<file path="config.mk">
export PLATFORM = sky130hd
export DESIGN_NAME = ll_dma_walker
export DESIGN_NICKNAME = d
export VERILOG_FILES = /design/src/rtl/ll_dma_pkg.sv /design/src/rtl/ll_start_detect.sv /design/src/rtl/ll_cost_timer.sv /design/src/rtl/ll_walk_fsm.sv /design/src/rtl/ll_dma_walker.sv
export SDC_FILE = /design/constraint.sdc
export NUM_CORES = 1
export LEC_CHECK = 0
export BUFFER_PORTS_ARGS = -buffer_cell sky130_fd_sc_hd__buf_2
export CAP_MARGIN = 30
export CORE_MARGIN = 2
export CORE_UTILIZATION = 40
export CTS_CLUSTER_DIAMETER = 200
export DETAILED_ROUTE_END_ITERATION = 10
export GPL_TIMING_DRIVEN = 0
export PLACE_DENSITY_LB_ADDON = 0.1
export SYNTH_ARGS = -nofsm -noshare
export SYNTH_HDL_FRONTEND = slang
export SYNTH_HIERARCHICAL = 1
export SYNTH_SLANG_ARGS = --single-unit
</file>
<file path="constraint.sdc">
create_clock -name clk -period 4.9 [get_ports clk]
set_input_delay 0.735 -clock clk [delete_from_list [all_inputs] [get_ports clk]]
set_output_delay 0.735 -clock clk [all_outputs]
set_load 0.02 [all_outputs]
</file>
<file path="src/rtl/ll_dma_pkg.sv">
package ll_dma_pkg;

    typedef enum logic [2:0] {
        WS_IDLE      = 3'd0,
        WS_HDR_FETCH = 3'd1,
        WS_HDR_COST  = 3'd2,
        WS_PAY_FETCH = 3'd3,
        WS_PAY_PUSH  = 3'd4,
        WS_LINK      = 3'd5
    } walk_state_e;

endpackage

</file>
<file path="src/rtl/ll_start_detect.sv">
module ll_start_detect (
    input  logic clk,
    input  logic rst_n,
    input  logic enable_i,
    input  logic idle_i,
    output logic start_o
);

    logic enable_q;

    always_ff @(posedge clk) begin
        if (!rst_n) begin
            enable_q <= 1'b0;
        end else begin
            enable_q <= enable_i;
        end
    end

    // Only a fresh 0->1 edge seen while nothing is running counts.
    assign start_o = enable_i && !enable_q && idle_i;

endmodule

</file>
<file path="src/rtl/ll_cost_timer.sv">
module ll_cost_timer #(
    parameter int CW = 4
) (
    input  logic          clk,
    input  logic          rst_n,
    input  logic          load_i,
    input  logic [CW-1:0] load_val_i,
    input  logic          run_i,
    output logic          last_o
);

    logic [CW-1:0] cnt_q;

    always_ff @(posedge clk) begin
        if (!rst_n) begin
            cnt_q <= '0;
        end else if (load_i) begin
            cnt_q <= load_val_i;
        end else if (run_i && (cnt_q != '0)) begin
            cnt_q <= cnt_q - CW'(1);
        end
    end

    assign last_o = run_i && (cnt_q == CW'(1));

    // the overhead window never runs on an exhausted counter
    p_cost_live_r7: assert property (@(posedge clk) disable iff (!rst_n)
        run_i |-> (cnt_q != '0));

endmodule

</file>
<file path="src/rtl/ll_walk_fsm.sv">
module ll_walk_fsm
    import ll_dma_pkg::*;
#(
    parameter int AW      = 24,
    parameter int MAW     = 21,
    parameter int DW      = 32,
    parameter int LW      = 8,
    parameter int COST_NZ = 15,
    parameter int COST_Z  = 10,
    parameter int CW      = 4
) (
    input  logic           clk,
    input  logic           rst_n,
    input  logic           start_i,
    input  logic [AW-1:0]  base_addr_i,
    output logic           mem_req_o,
    output logic [MAW-1:0] mem_addr_o,
    input  logic           mem_ready_i,
    input  logic [DW-1:0]  mem_rdata_i,
    output logic           per_valid_o,
    output logic [DW-1:0]  per_data_o,
    input  logic           per_ready_i,
    output logic           cost_load_o,
    output logic [CW-1:0]  cost_val_o,
    output logic           cost_run_o,
    input  logic           cost_last_i,
    output logic           idle_o,
    output logic           active_o,
    output logic           done_o,
    output logic           err_o
);

    localparam logic [AW-1:0] SENTINEL = {AW{1'b1}};
    localparam int            BADBIT   = AW - 1;

    walk_state_e   state_q, state_d;
    logic [AW-1:0] cur_q;
    logic [AW-1:0] link_q;
    logic [LW-1:0] len_q;
    logic [DW-1:0] data_q;
    logic          done_q, err_q;

    logic          bad_addr;
    logic          at_end;
    logic [LW-1:0] hdr_len;

    assign bad_addr = cur_q[BADBIT];
    assign at_end   = (link_q == SENTINEL);
    assign hdr_len  = mem_rdata_i[DW-1 -: LW];

    // State register
    always_ff @(posedge clk) begin
        if (!rst_n) begin
            state_q <= WS_IDLE;
        end else begin
            state_q <= state_d;
        end
    end

    // Transitions
    always_comb begin
        state_d = state_q;
        unique case (state_q)
            WS_IDLE: begin
                if (start_i) state_d = WS_HDR_FETCH;
            end
            WS_HDR_FETCH: begin
                if (bad_addr)         state_d = WS_IDLE;
                else if (mem_ready_i) state_d = WS_HDR_COST;
            end
            WS_HDR_COST: begin
                if (cost_last_i) state_d = (len_q == '0) ? WS_LINK : WS_PAY_FETCH;
            end
            WS_PAY_FETCH: begin
                if (bad_addr)         state_d = WS_IDLE;
                else if (mem_ready_i) state_d = WS_PAY_PUSH;
            end
            WS_PAY_PUSH: begin
                if (per_ready_i) state_d = (len_q == LW'(1)) ? WS_LINK : WS_PAY_FETCH;
            end
            WS_LINK: begin
                state_d = at_end ? WS_IDLE : WS_HDR_FETCH;
            end
            default: state_d = WS_IDLE;
        endcase
    end

    // Datapath and registered pulses
    always_ff @(posedge clk) begin
        if (!rst_n) begin
            cur_q  <= '0;
            link_q <= '0;
            len_q  <= '0;
            data_q <= '0;
            done_q <= 1'b0;
            err_q  <= 1'b0;
        end else begin
            done_q <= (state_q == WS_LINK) && at_end;
            err_q  <= ((state_q == WS_HDR_FETCH) || (state_q == WS_PAY_FETCH)) && bad_addr;
            unique case (state_q)
                WS_IDLE: begin
                    if (start_i) cur_q <= base_addr_i;
                end
                WS_HDR_FETCH: begin
                    if (!bad_addr && mem_ready_i) begin
                        len_q  <= hdr_len;
                        link_q <= mem_rdata_i[AW-1:0];
                        cur_q  <= cur_q + AW'(4);
                    end
                end
                WS_PAY_FETCH: begin
                    if (!bad_addr && mem_ready_i) data_q <= mem_rdata_i;
                end
                WS_PAY_PUSH: begin
                    if (per_ready_i) begin
                        cur_q <= cur_q + AW'(4);
                        len_q <= len_q - LW'(1);
                    end
                end
                WS_LINK: begin
                    if (!at_end) cur_q <= link_q;
                end
                default: ;
            endcase
        end
    end

    // Outputs
    always_comb begin
        mem_req_o   = ((state_q == WS_HDR_FETCH) || (state_q == WS_PAY_FETCH)) && !bad_addr;
        mem_addr_o  = {cur_q[MAW-1:2], 2'b00};
        per_valid_o = (state_q == WS_PAY_PUSH);
        per_data_o  = data_q;
        cost_load_o = (state_q == WS_HDR_FETCH) && !bad_addr && mem_ready_i;
        cost_val_o  = (hdr_len != '0) ? CW'(COST_NZ) : CW'(COST_Z);
        cost_run_o  = (state_q == WS_HDR_COST);
        idle_o      = (state_q == WS_IDLE);
        active_o    = (state_q != WS_IDLE);
        done_o      = done_q;
        err_o       = err_q;
    end

    // leaving idle only ever follows an accepted start
    p_start_edge_r1: assert property (@(posedge clk) disable iff (!rst_n)
        $rose(state_q != WS_IDLE) |-> $past(start_i));

    // nothing is requested or offered while idle
    p_idle_quiet_r1: assert property (@(posedge clk) disable iff (!rst_n)
        (state_q == WS_IDLE) |-> (!mem_req_o && !per_valid_o));

    // a stalled payload word is held
    p_per_hold_r6: assert property (@(posedge clk) disable iff (!rst_n)
        (per_valid_o && !per_ready_i) |=> (per_valid_o && $stable(per_data_o)));

    // a stalled RAM request is held
    p_mem_hold_r11: assert property (@(posedge clk) disable iff (!rst_n)
        (mem_req_o && !mem_ready_i) |=> (mem_req_o && $stable(mem_addr_o)));

    // completion pulse lasts one cycle and the walker is idle
    p_done_idle_r8: assert property (@(posedge clk) disable iff (!rst_n)
        done_o |-> (!active_o ##1 !done_o));

    // error pulse lands with the walker idle
    p_err_idle_r9: assert property (@(posedge clk) disable iff (!rst_n)
        err_o |-> !active_o);

    // the two end pulses are exclusive
    p_end_excl_r10: assert property (@(posedge clk) disable iff (!rst_n)
        !(done_o && err_o));

endmodule

</file>
<file path="src/rtl/ll_dma_walker.sv">
module ll_dma_walker #(
    parameter int AW      = 24,
    parameter int MAW     = 21,
    parameter int LW      = 8,
    parameter int COST_NZ = 15,
    parameter int COST_Z  = 10
) (
    input  logic            clk,
    input  logic            rst_n,
    input  logic [AW-1:0]   base_addr_i,
    input  logic            enable_i,
    output logic            mem_req_o,
    output logic [MAW-1:0]  mem_addr_o,
    input  logic            mem_ready_i,
    input  logic [AW+LW-1:0] mem_rdata_i,
    output logic            per_valid_o,
    output logic [AW+LW-1:0] per_data_o,
    input  logic            per_ready_i,
    output logic            active_o,
    output logic            done_o,
    output logic            err_o
);

    localparam int DW       = AW + LW;
    localparam int COST_MAX = (COST_NZ > COST_Z) ? COST_NZ : COST_Z;
    localparam int CW       = $clog2(COST_MAX + 1);

    logic          start;
    logic          idle;
    logic          cost_load;
    logic [CW-1:0] cost_val;
    logic          cost_run;
    logic          cost_last;

    ll_start_detect u_start (
        .clk      (clk),
        .rst_n    (rst_n),
        .enable_i (enable_i),
        .idle_i   (idle),
        .start_o  (start)
    );

    ll_cost_timer #(.CW(CW)) u_cost (
        .clk        (clk),
        .rst_n      (rst_n),
        .load_i     (cost_load),
        .load_val_i (cost_val),
        .run_i      (cost_run),
        .last_o     (cost_last)
    );

    ll_walk_fsm #(
        .AW      (AW),
        .MAW     (MAW),
        .DW      (DW),
        .LW      (LW),
        .COST_NZ (COST_NZ),
        .COST_Z  (COST_Z),
        .CW      (CW)
    ) u_fsm (
        .clk         (clk),
        .rst_n       (rst_n),
        .start_i     (start),
        .base_addr_i (base_addr_i),
        .mem_req_o   (mem_req_o),
        .mem_addr_o  (mem_addr_o),
        .mem_ready_i (mem_ready_i),
        .mem_rdata_i (mem_rdata_i),
        .per_valid_o (per_valid_o),
        .per_data_o  (per_data_o),
        .per_ready_i (per_ready_i),
        .cost_load_o (cost_load),
        .cost_val_o  (cost_val),
        .cost_run_o  (cost_run),
        .cost_last_i (cost_last),
        .idle_o      (idle),
        .active_o    (active_o),
        .done_o      (done_o),
        .err_o       (err_o)
    );

endmodule

</file>
======== Yosys cells after proc, flatten, opt, wreduce, memory -nomap -nowiden ========
Cells that the tools add are included.
cells by class
  add/sub/neg operators ................... 3
  eq/ne operators ......................... 15
  multiplexer cells ....................... 22
  reduce and logical (&&, ||, !) cells .... 26
operators with widths
  kind                                                                      count
  24-bit two-way mux                                                        4
  24-bit one-hot mux with 4 select lines                                    1
  3-bit two-way mux                                                         10
  24-bit by 3-bit adder with 24-bit output (second input constant)          1
  24-bit == test (second input constant)                                    1
  3-bit one-hot mux with 6 select lines                                     1
  8-bit two-way mux                                                         2
  8-bit one-hot mux with 2 select lines                                     1
  1-bit logical AND                                                         10
  5-bit AND reduction                                                       2
  8-bit by 1-bit == test with 1-bit output (second input constant)          1
  8-bit zero test                                                           1
  4-bit two-way mux                                                         2
  2-bit inequality test (second input constant)                             4
  4-bit nonzero test                                                        2
  8-bit nonzero test                                                        1
  8-bit by 1-bit subtractor with 8-bit output (second input constant)       1
  3-bit by 2-bit == test with 1-bit output (second input constant)          2
  3-bit == test (second input constant)                                     2
  3-bit by 2-bit inequality test with 1-bit output (second input constant)  2
  4-bit by 1-bit == test with 1-bit output (second input constant)          1
  2-bit AND reduction                                                       2
  2-bit nonzero test                                                        2
  4-bit by 1-bit subtractor with 4-bit output (second input constant)       1
  other kinds (8)                                                           9
word-level totals
  flip-flop bits (word level) ............. 98
  input port bits ......................... 61
  output and inout bits ................... 58

======== Depth between registers and ports, before layout ========
Gate-level depths: netlist of the first run.
  depth in word-level cells ............... 5
  gate-level depth with buffers ........... 12
  gate-level depth less buffers ........... 9

======== Hierarchy ========
The synthesis of the first run kept the hierarchy.
modules (own cells, without submodules)
  module           instances  cells each  area an instance (um2)  seq. area each (um2)
  ll_walk_fsm      1          587         4667.0                  1821.7
  ll_cost_timer    1          32          265.3                   80.1
  ll_start_detect  1          3           35.0                    20.0

======== Worst setup path after synthesis of the first run ========
Ideal clock, no wire load.
  path kind ............................... reg2reg
  from .................................... reg u_fsm.state_q[0]
  to ...................................... reg u_fsm.cur_q[17]
  setup time .............................. 0.130 ns
  data arrival time ....................... 2.307 ns
  setup slack ............................. 2.463 ns
  stages on the path, launching flop included .. 13
  path buffers ............................ 3
  clock period less this slack ............ 2.437 ns
  path through ............................ dfxtp_1 buf_4 nor2_1 nand2_1 inv_1 and3b_1 mux2_4 o221ai_2 buf_4 a21o_4 buf_2 o211ai_1 o31ai_2
on the way
  cells in the longest elaborated chain, start to end .. 4
  elaborated cells on any way between the ends .. 12
  those cells by class .................... eq/ne: 7; mux: 1; reduce/logical: 4
RTL lines
  item                             line                   RTL
  from (decl)                      ll_walk_fsm.sv:36      walk_state_e state_q, state_d;
  from (signal assigned)           ll_walk_fsm.sv:56      state_q <= state_d;
  3-bit zero test                  ll_walk_fsm.sv:137     idle_o = (state_q == WS_IDLE);
  via idle                         ll_dma_walker.sv:29    logic idle;
  1-bit logical AND                ll_start_detect.sv:20  assign start_o = enable_i && !enable_q && idle_i;
  via start                        ll_dma_walker.sv:28    logic start;
  2-bit inequality test (no line)  n/a
  5-bit AND reduction (no line)    n/a
  to (signal assigned)             ll_walk_fsm.sv:108     cur_q <= cur_q + AW'(4);
  to (signal assigned)             ll_walk_fsm.sv:116     cur_q <= cur_q + AW'(4);
  to (signal assigned)             ll_walk_fsm.sv:121     if (!at_end) cur_q <= link_q;
  to (decl)                        ll_walk_fsm.sv:37      logic [AW-1:0] cur_q;
The timed path passes the listed nets, and every way through them passes these cells.
A chain may end at the register's enable or synchronous reset.

======== Worst setup path in the final report of the first run ========
Same ends and word-level chain as after synthesis.

==> results of run 1 <==
[layer usage]
layer / track usage [%] / share of wire, % / up-vias
li1: - / - / 2466
met1: 32.3 / 48 / 2348
met2: 35.3 / 44 / 154
met3: 4.18 / 6.1 / 25
met4: 8.43 / 1.9 / 0
met5: 0 / 0 / -
[cell type report]
type / count / area share [%]
repair buffers: 114 / 9.45
inverters: 14 / 0.953
clock buffers: 11 / 4.19
plain buffers: 63 / 6.45
multi-input cells: 451 / 43.2
flip-flops and latches: 96 / 31.8
clock inverters: 4 / 0.477
well taps: 168 / 3.48
[layout by cell type (no fill, tap or decap), types with 3 or more instances in the layout]
cell and n:
a21o_1 6, a21oi_1 86, a221oi_1 16, a22oi_1 5, a31oi_1 5, and2_1 3
and3_1 7, and4_1 4, buf_2 122, buf_4 30, buf_6 4, clkbuf_1 21
clkbuf_16 9, conb_1 4, dfxtp_1 96, ha_1 5, inv_1 11, mux2i_1 3
nand2_1 144, nand3_1 13, nand4_1 11, nor2_1 31, nor3_1 7, nor4_1 7
o211a_1 4, o211ai_1 3, o21a_1 9, o21ai_0 10, o221a_2 5, o31ai_1 4
o32ai_1 6
[power breakdown]
| part | switching (W) | total [W] | leakage (nW) | internal [W] |
|---|---|---|---|---|
| clock | 0.000308 | 0.000679 | 0.134 | 0.000370 |
| sequential | 0.000162 | 0.00107 | 0.779 | 0.000906 |
| combinational | 0.000741 | 0.00128 | 1.58 | 0.000535 |
| total | 0.00121 | 0.00302 | 2.49 | 0.00181 |
[sequential cells by signal, summed over array words and instances (netlist names)]
signal            count
u_fsm/err_o           1
u_fsm/done_o          1
u_start/enable_q      1
u_fsm/per_data_o     32
u_fsm/state_q         3
u_fsm/cur_q          22
u_fsm/len_q           8
u_cost/cnt_q          4
u_fsm/link_q         24
[metrics by stage]
| stage | hold slack (ns) | worst slack, ns | utilization (%) |
|---|---|---|---|
| 6_report | 0.454 | 2.10 | 50.1 |
| 5_1_grt | 0.482 | 1.93 | 50.1 |
| 4_1_cts | 0.457 | 2.12 | 50.1 |
| 3_5_place_dp | 0.446 | 2.14 | 47.7 |
| 3_3_place_gp | 0.441 | 2.16 | 47.7 |
| 2_1_floorplan | 0.433 | 2.46 | - |
[worst reg2reg max path, cell delays in order (launching register included)]
cell      delay (ns)
dfxtp_1         0.35
buf_4           0.19
nor2_1          0.46
nand2_1         0.19
inv_1           0.08
and3b_1         0.19
mux2_4          0.16
o221ai_2        0.12
buf_4           0.20
a21o_4          0.22
buf_2           0.20
o211ai_1        0.22
o31ai_2         0.09
[cell families after synthesis]
group           count (synthesis)  share of synthesized area, %
fa+ha+maj                       5                          1.26
other cells                     2                         0.151
compound gates                184                          25.4
flops                          96                          38.7
xor+xnor                        1                         0.176
buf+inv                        77                          8.99
mux                             5                          1.13
simple gates                  252                          24.2
[worst paths after layout]
path | to | cells after the start | start | slack (ns)
setup / recovery | u_fsm/cur_q[17] | 12 | u_fsm/state_q[0] | 2.10
hold / removal | u_fsm/per_data_o[8] | 2 | u_fsm/per_data_o[8] | 0.45
hold reg to reg | u_fsm/per_data_o[8] | 2 | u_fsm/per_data_o[8] | 0.45
setup reg to reg | u_fsm/cur_q[17] | 12 | u_fsm/state_q[0] | 2.10
==> results.yml, run 1 <==
routing:
  vias: 4993
  wl_per_cell_microns: 16.7
  drt_iter0_drc: 393
  route.detailed.drc: 0
  firstDrtPassIters: 5
  wl_microns: 15300
  vias_per_cell: 5.42
  drt.antenna.violating_nets: 0
cells_and_area:
  fin_area_sq_um: 6040
  antenna_cells: 0
  multi_input_area_sq_um: 2610
  nNetsFinal: 815
  final_cells: 921
  drive_gt1_share_pct: 26.7
  ff_latch_area_sq_um: 1920
  nFillCells: 1217
  area_delta_synth_final_pct: 21.5
cts:
  cts_tree: "done"
  hold_buffers: 0
  path_clk_slew_ns: 0.07
  cts-root-buf: "clkbuf_16"
  numCtsBuffers: 9
  cts_resized: 0
  clock_latency_ns: 0.35
  postCtsSetupRepairBufs: 0
  clock_sinks: 96
  clock_path_buffers: 2
  htreeDepth: 3
global_routing:
  grt_pass1_vias: 4668
  grt_max_degree: 17
  track_usage_pct: 23.0
  overflow: 0
  antenna_found_initial: 0
  grt_pass1_wl_microns: 23900
critical_path:
  path_delay_family: "simple AND/OR/NAND/NOR gates"
  cpPeakStageDelay_ns: 0.45
  worst_path_most_repeated_cell: "buf_4"
  critPathArrivalTime_ns: 3.01
  start_kind: "register"
  crit_path_cell_trace: "buf_4 > nor2_1 > nand2_1 > inv_1 > and3b_1 > mux2_4 > o221ai_2 > buf_4 > a21o_4 > buf_2 > o211ai_1 > o31ai_2"
  critPathKind: "register to register"
  required_ns: 5.11
  critPathMaxFanout: 10
  cp-end-kind: "register"
  critPathBufInv: 4
  crit_slowest_cell: "nor2_1"
synthesis:
  synthCells: 622
  synth.avg_cell_area_sq_um: 7.99
  synth-main-ff-cell: "dfxtp_1"
  synth_warnings: 6
  synth_top_area_share_pct: 38.7
  synth_top_area_cell: "dfxtp_1"
  synth_area_sq_um: 4970
  synth.most_common_cell: "nand2_1"
  synth_area_leaders: "dfxtp_1 (39%), nand2_1 (11%), a21oi_1 (8.7%), buf_4 (4.5%), a221oi_1 (2.8%)"
  async_flop_share_pct: 0
  synth_seq_area_share_pct: 38.7
  synth.distinct_cells: 74
  synth_edf_count: 0
  netlist_top_cells_count: "nand2_1 (144), dfxtp_1 (96), a21oi_1 (86)"
  ys_ff_latch: 96
placement:
  dp.cells: 906
  io_buffer_count: 114
  hpwl_microns: 11500
  dpl_cell_area_sq_um: 5760
  globalplace.congestion: 0.867
timing:
  period_minus_slack_ns: 2.80
  skew_ns: 0.00532
  finalSetupTns_ns: 0
  drv_slew: 0
  period_share_pct: 57.2
  setup_viol: 0
  final_hold_viol_count: 0
  max_slew_margin_pct: 40.3
  fmax_mhz: 357
  rsz0062_at_grt: "no"
  worst_pin_slew_ns: 0.889
status:
  outcome: "finished, final reports clean"
pwr:
  power.total_w: 0.00302
  vdd_ir_drop_max_v: 0.000189
  power.leakage_nw: 2.49
  power_density_nw_per_um2: 501
die:
  dieHeight_microns: 115
  die-area_sq_um: 13300
  core_area_sq_um: 12100
  initial_core_util_pct: 41.2
  rows: 40
  ios: 119
  die_w_microns: 115
job:
  drv_cap: 0
worst_hold_path:
  hold_class: "register to register"
Power figures use the tool's default switching activity.
==> inputs of run 2 (changes only) <==
Settings changed: ABC_AREA set to 1.
Clock period 4.9 ns to 2.9 ns, I/O delays scaled along.
==> run 2 against run 1 <==
  * Hold slack worse by 0.17 ns
  * Critical path depth shrank 3
  * First-iteration DRC count is 5.9% lower
  * Global-route usage down 1.5 points
  * Via count grew 4.6%
  * Critical path type unchanged
  * Critical endpoint is now u_fsm/state_q[0]
  * Largest cell class unchanged
  * Largest power group unchanged
  * Highest routed layer unchanged
==> results.yml, run 2 <==
routing:
  wl_per_cell_microns: 13.3
  drt_iter0_drc: 370
  wl_microns: 14600
  vias: 5221
  drt.antenna.violating_nets: 0
  firstDrtPassIters: 6
  vias_per_cell: 4.76
  route.detailed.drc: 0
synthesis:
  synth.most_common_cell: "nor2_1"
  async_flop_share_pct: 0
  synth_area_sq_um: 5150
  synth.distinct_cells: 38
  synth_top_area_share_pct: 37.3
  synth_warnings: 6
  synth_area_leaders: "dfxtp_1 (37%), nor2_1 (14%), nand2_1 (12%), o21ai_0 (7.6%), inv_1 (4.2%)"
  synth-main-ff-cell: "dfxtp_1"
  synth_top_area_cell: "dfxtp_1"
  synthCells: 793
  synth.avg_cell_area_sq_um: 6.50
  ys_ff_latch: 96
  netlist_top_cells_count: "nor2_1 (196), nand2_1 (158), dfxtp_1 (96)"
  synth_edf_count: 0
  synth_seq_area_share_pct: 37.3
critical_path:
  r2r_setup_slack_ns: 0.87
  crit_cells: 9
  critPathBufInv: 2
  critPathKind: "register to register"
  critPathArrivalTime_ns: 2.30
  r2r_cells: 9
  crit_path_cell_trace: "inv_2 > nor3_1 > and3_1 > inv_1 > nand2_1 > nand2_1 > nor2_1 > nand4_1 > a21oi_1"
  crit_slowest_cell: "nor3_1"
  worst_path_most_repeated_cell: "nand2_1"
  r2r_start: "u_fsm/state_q[1]"
  cp-end-kind: "register"
  path_delay_family: "simple AND/OR/NAND/NOR gates"
  start_kind: "register"
  critPathMaxFanout: 9
  cpPeakStageDelay_ns: 0.56
  startpoint: "u_fsm/state_q[1]"
  r2r-end: "u_fsm/state_q[0]"
  required_ns: 3.18
timing:
  drv_slew: 0
  finalSetupTns_ns: 0
  setup_viol: 0
  period_share_pct: 69.9
  hold_ws_ns: 0.286
  skew_ns: 0.00781
  worst_pin_slew_ns: 0.703
  rsz0062_at_grt: "no"
  fmax_mhz: 494
  period_minus_slack_ns: 2.03
  max_slew_margin_pct: 52.8
  final_hold_viol_count: 0
cells_and_area:
  nFillCells: 1400
  layout_common_cells: "nor2_1 (196), nand2_1 (158), buf_2 (121), dfxtp_1 (96), o21ai_0 (78)"
  antenna_cells: 0
  multi_input_area_sq_um: 2650
  area_delta_synth_final_pct: 21.2
  ff_latch_area_sq_um: 1920
  final_common_cell: "nor2_1"
  nNetsFinal: 986
  largest_register_ffs: 32
  drive_gt1_share_pct: 21.1
placement:
  io_buffer_count: 114
  globalplace.congestion: 0.870
  hpwl_microns: 11200
die:
  initial_core_util_pct: 40.8
  die-area_sq_um: 13800
  ios: 119
  dieHeight_microns: 117
  rows: 41
  core_area_sq_um: 12600
  die_w_microns: 117
global_routing:
  grt_pass1_wl_microns: 23800
  track_usage_pct: 21.4
  grt_max_degree: 18
  gr-usage-met1_pct: 30.0
  grt_util_met3_pct: 3.29
  top_usage_layer: "met2"
  use_met2_pct: 33.6
  grt_pass1_vias: 4730
  antenna_found_initial: 0
  overflow: 0
job:
  drv_cap: 0
pwr:
  power_density_nw_per_um2: 844
  power.leakage_nw: 2.92
  power.total_w: 0.00527
  vdd_ir_drop_max_v: 0.000261
cts:
  postCtsSetupRepairBufs: 0
  cts-root-buf: "clkbuf_16"
  clock_sinks: 96
  cts_resized: 0
  numCtsBuffers: 9
  cts_tree: "done"
  htreeDepth: 3
  clock_path_buffers: 2
  path_clk_slew_ns: 0.07
  clock_latency_ns: 0.35
  hold_buffers: 0
worst_hold_path:
  holdPathEnd: "u_start/enable_q"
  min_path_cells: 3
  hold_class: "primary input to register"
  min_from: "enable_i"
status:
  outcome: "finished, final reports clean"
## run 2: cell types whose count changed after synthesis, sizes merged, moves of 23 or more
cell / change
nor2: +168
nand3: +31
nand2: +23
o21ai: +78
a21oi: -58
inv: +53
## run 2: worst reg2reg max path: stages, from the launching register on
cell and delay [ns]:
dfxtp_1 0.44, inv_2 0.14, nor3_1 0.56, and3_1 0.25, inv_1 0.04, nand2_1 0.05
nand2_1 0.06, nor2_1 0.18, nand4_1 0.12, a21oi_1 0.13
## run 2: per-layer routing
metal  share of wire [%]  wire [microns]
met1                  48            7040
met2                  44            6430
met3                 6.0             880
met4                 1.9             273
met5                   0               0
## run 2: logic make-up (layout without fill, tap and decap cells)
group                      after synthesis  count (layout)  share of synthesized area, %
and+or+nand+nor                        429             429                          34.6
AOI/OAI and AO/OA                      137             137                          14.4
buffers and inverters                  119             248                          11.4
DFF                                     96              96                          37.3
adders and majority gates                5               5                          1.21
xor gates and xnor gates                 4               4                         0.680
other                                    2               4                         0.146
muxes                                    1               1                         0.194
## run 2: worst max-delay path by stage
stage	to	slack, ns
global placement	u_cost/cnt_q[2]	0.78
finish	u_fsm/state_q[0]	0.87
detailed placement	u_cost/cnt_q[1]	0.81
floorplan	u_fsm/cur_q[7]	1.16
global route	u_fsm/state_q[0]	0.60
CTS	u_fsm/state_q[0]	0.91
## run 2: area by class of cell
cell class	count	area share (%)
multi-input combinational	580	42.4
sequential	96	30.8
timing repair buffer	114	9.13
buffer	52	5.31
inverter	67	4.11
clock buffer	10	3.83
tap	172	3.44
clock inverter	5	1.00
## run 2: through the flow
| stage | area [sq um] | worst slack [ns] | util (%) | instances |
|---|---|---|---|---|
| final | 6250 | 0.874 | 49.5 | 1096 |
| after global routing | 6250 | 0.596 | 49.5 | 1096 |
| after CTS | 6250 | 0.908 | 49.5 | 1096 |
| after detailed placement | 5950 | 0.809 | 47.1 | 1081 |
| after global placement | 5950 | 0.783 | 47.1 | 1081 |
| after floorplan | 5160 | 1.16 | - | 795 |
## run 2: power breakdown
| part | internal [W] | switching, W | total (W) |
|---|---|---|---|
| sequential | 0.00158 | 0.000276 | 0.00186 |
| clock | 0.000694 | 0.000540 | 0.00123 |
| combinational | 0.000824 | 0.00136 | 0.00218 |
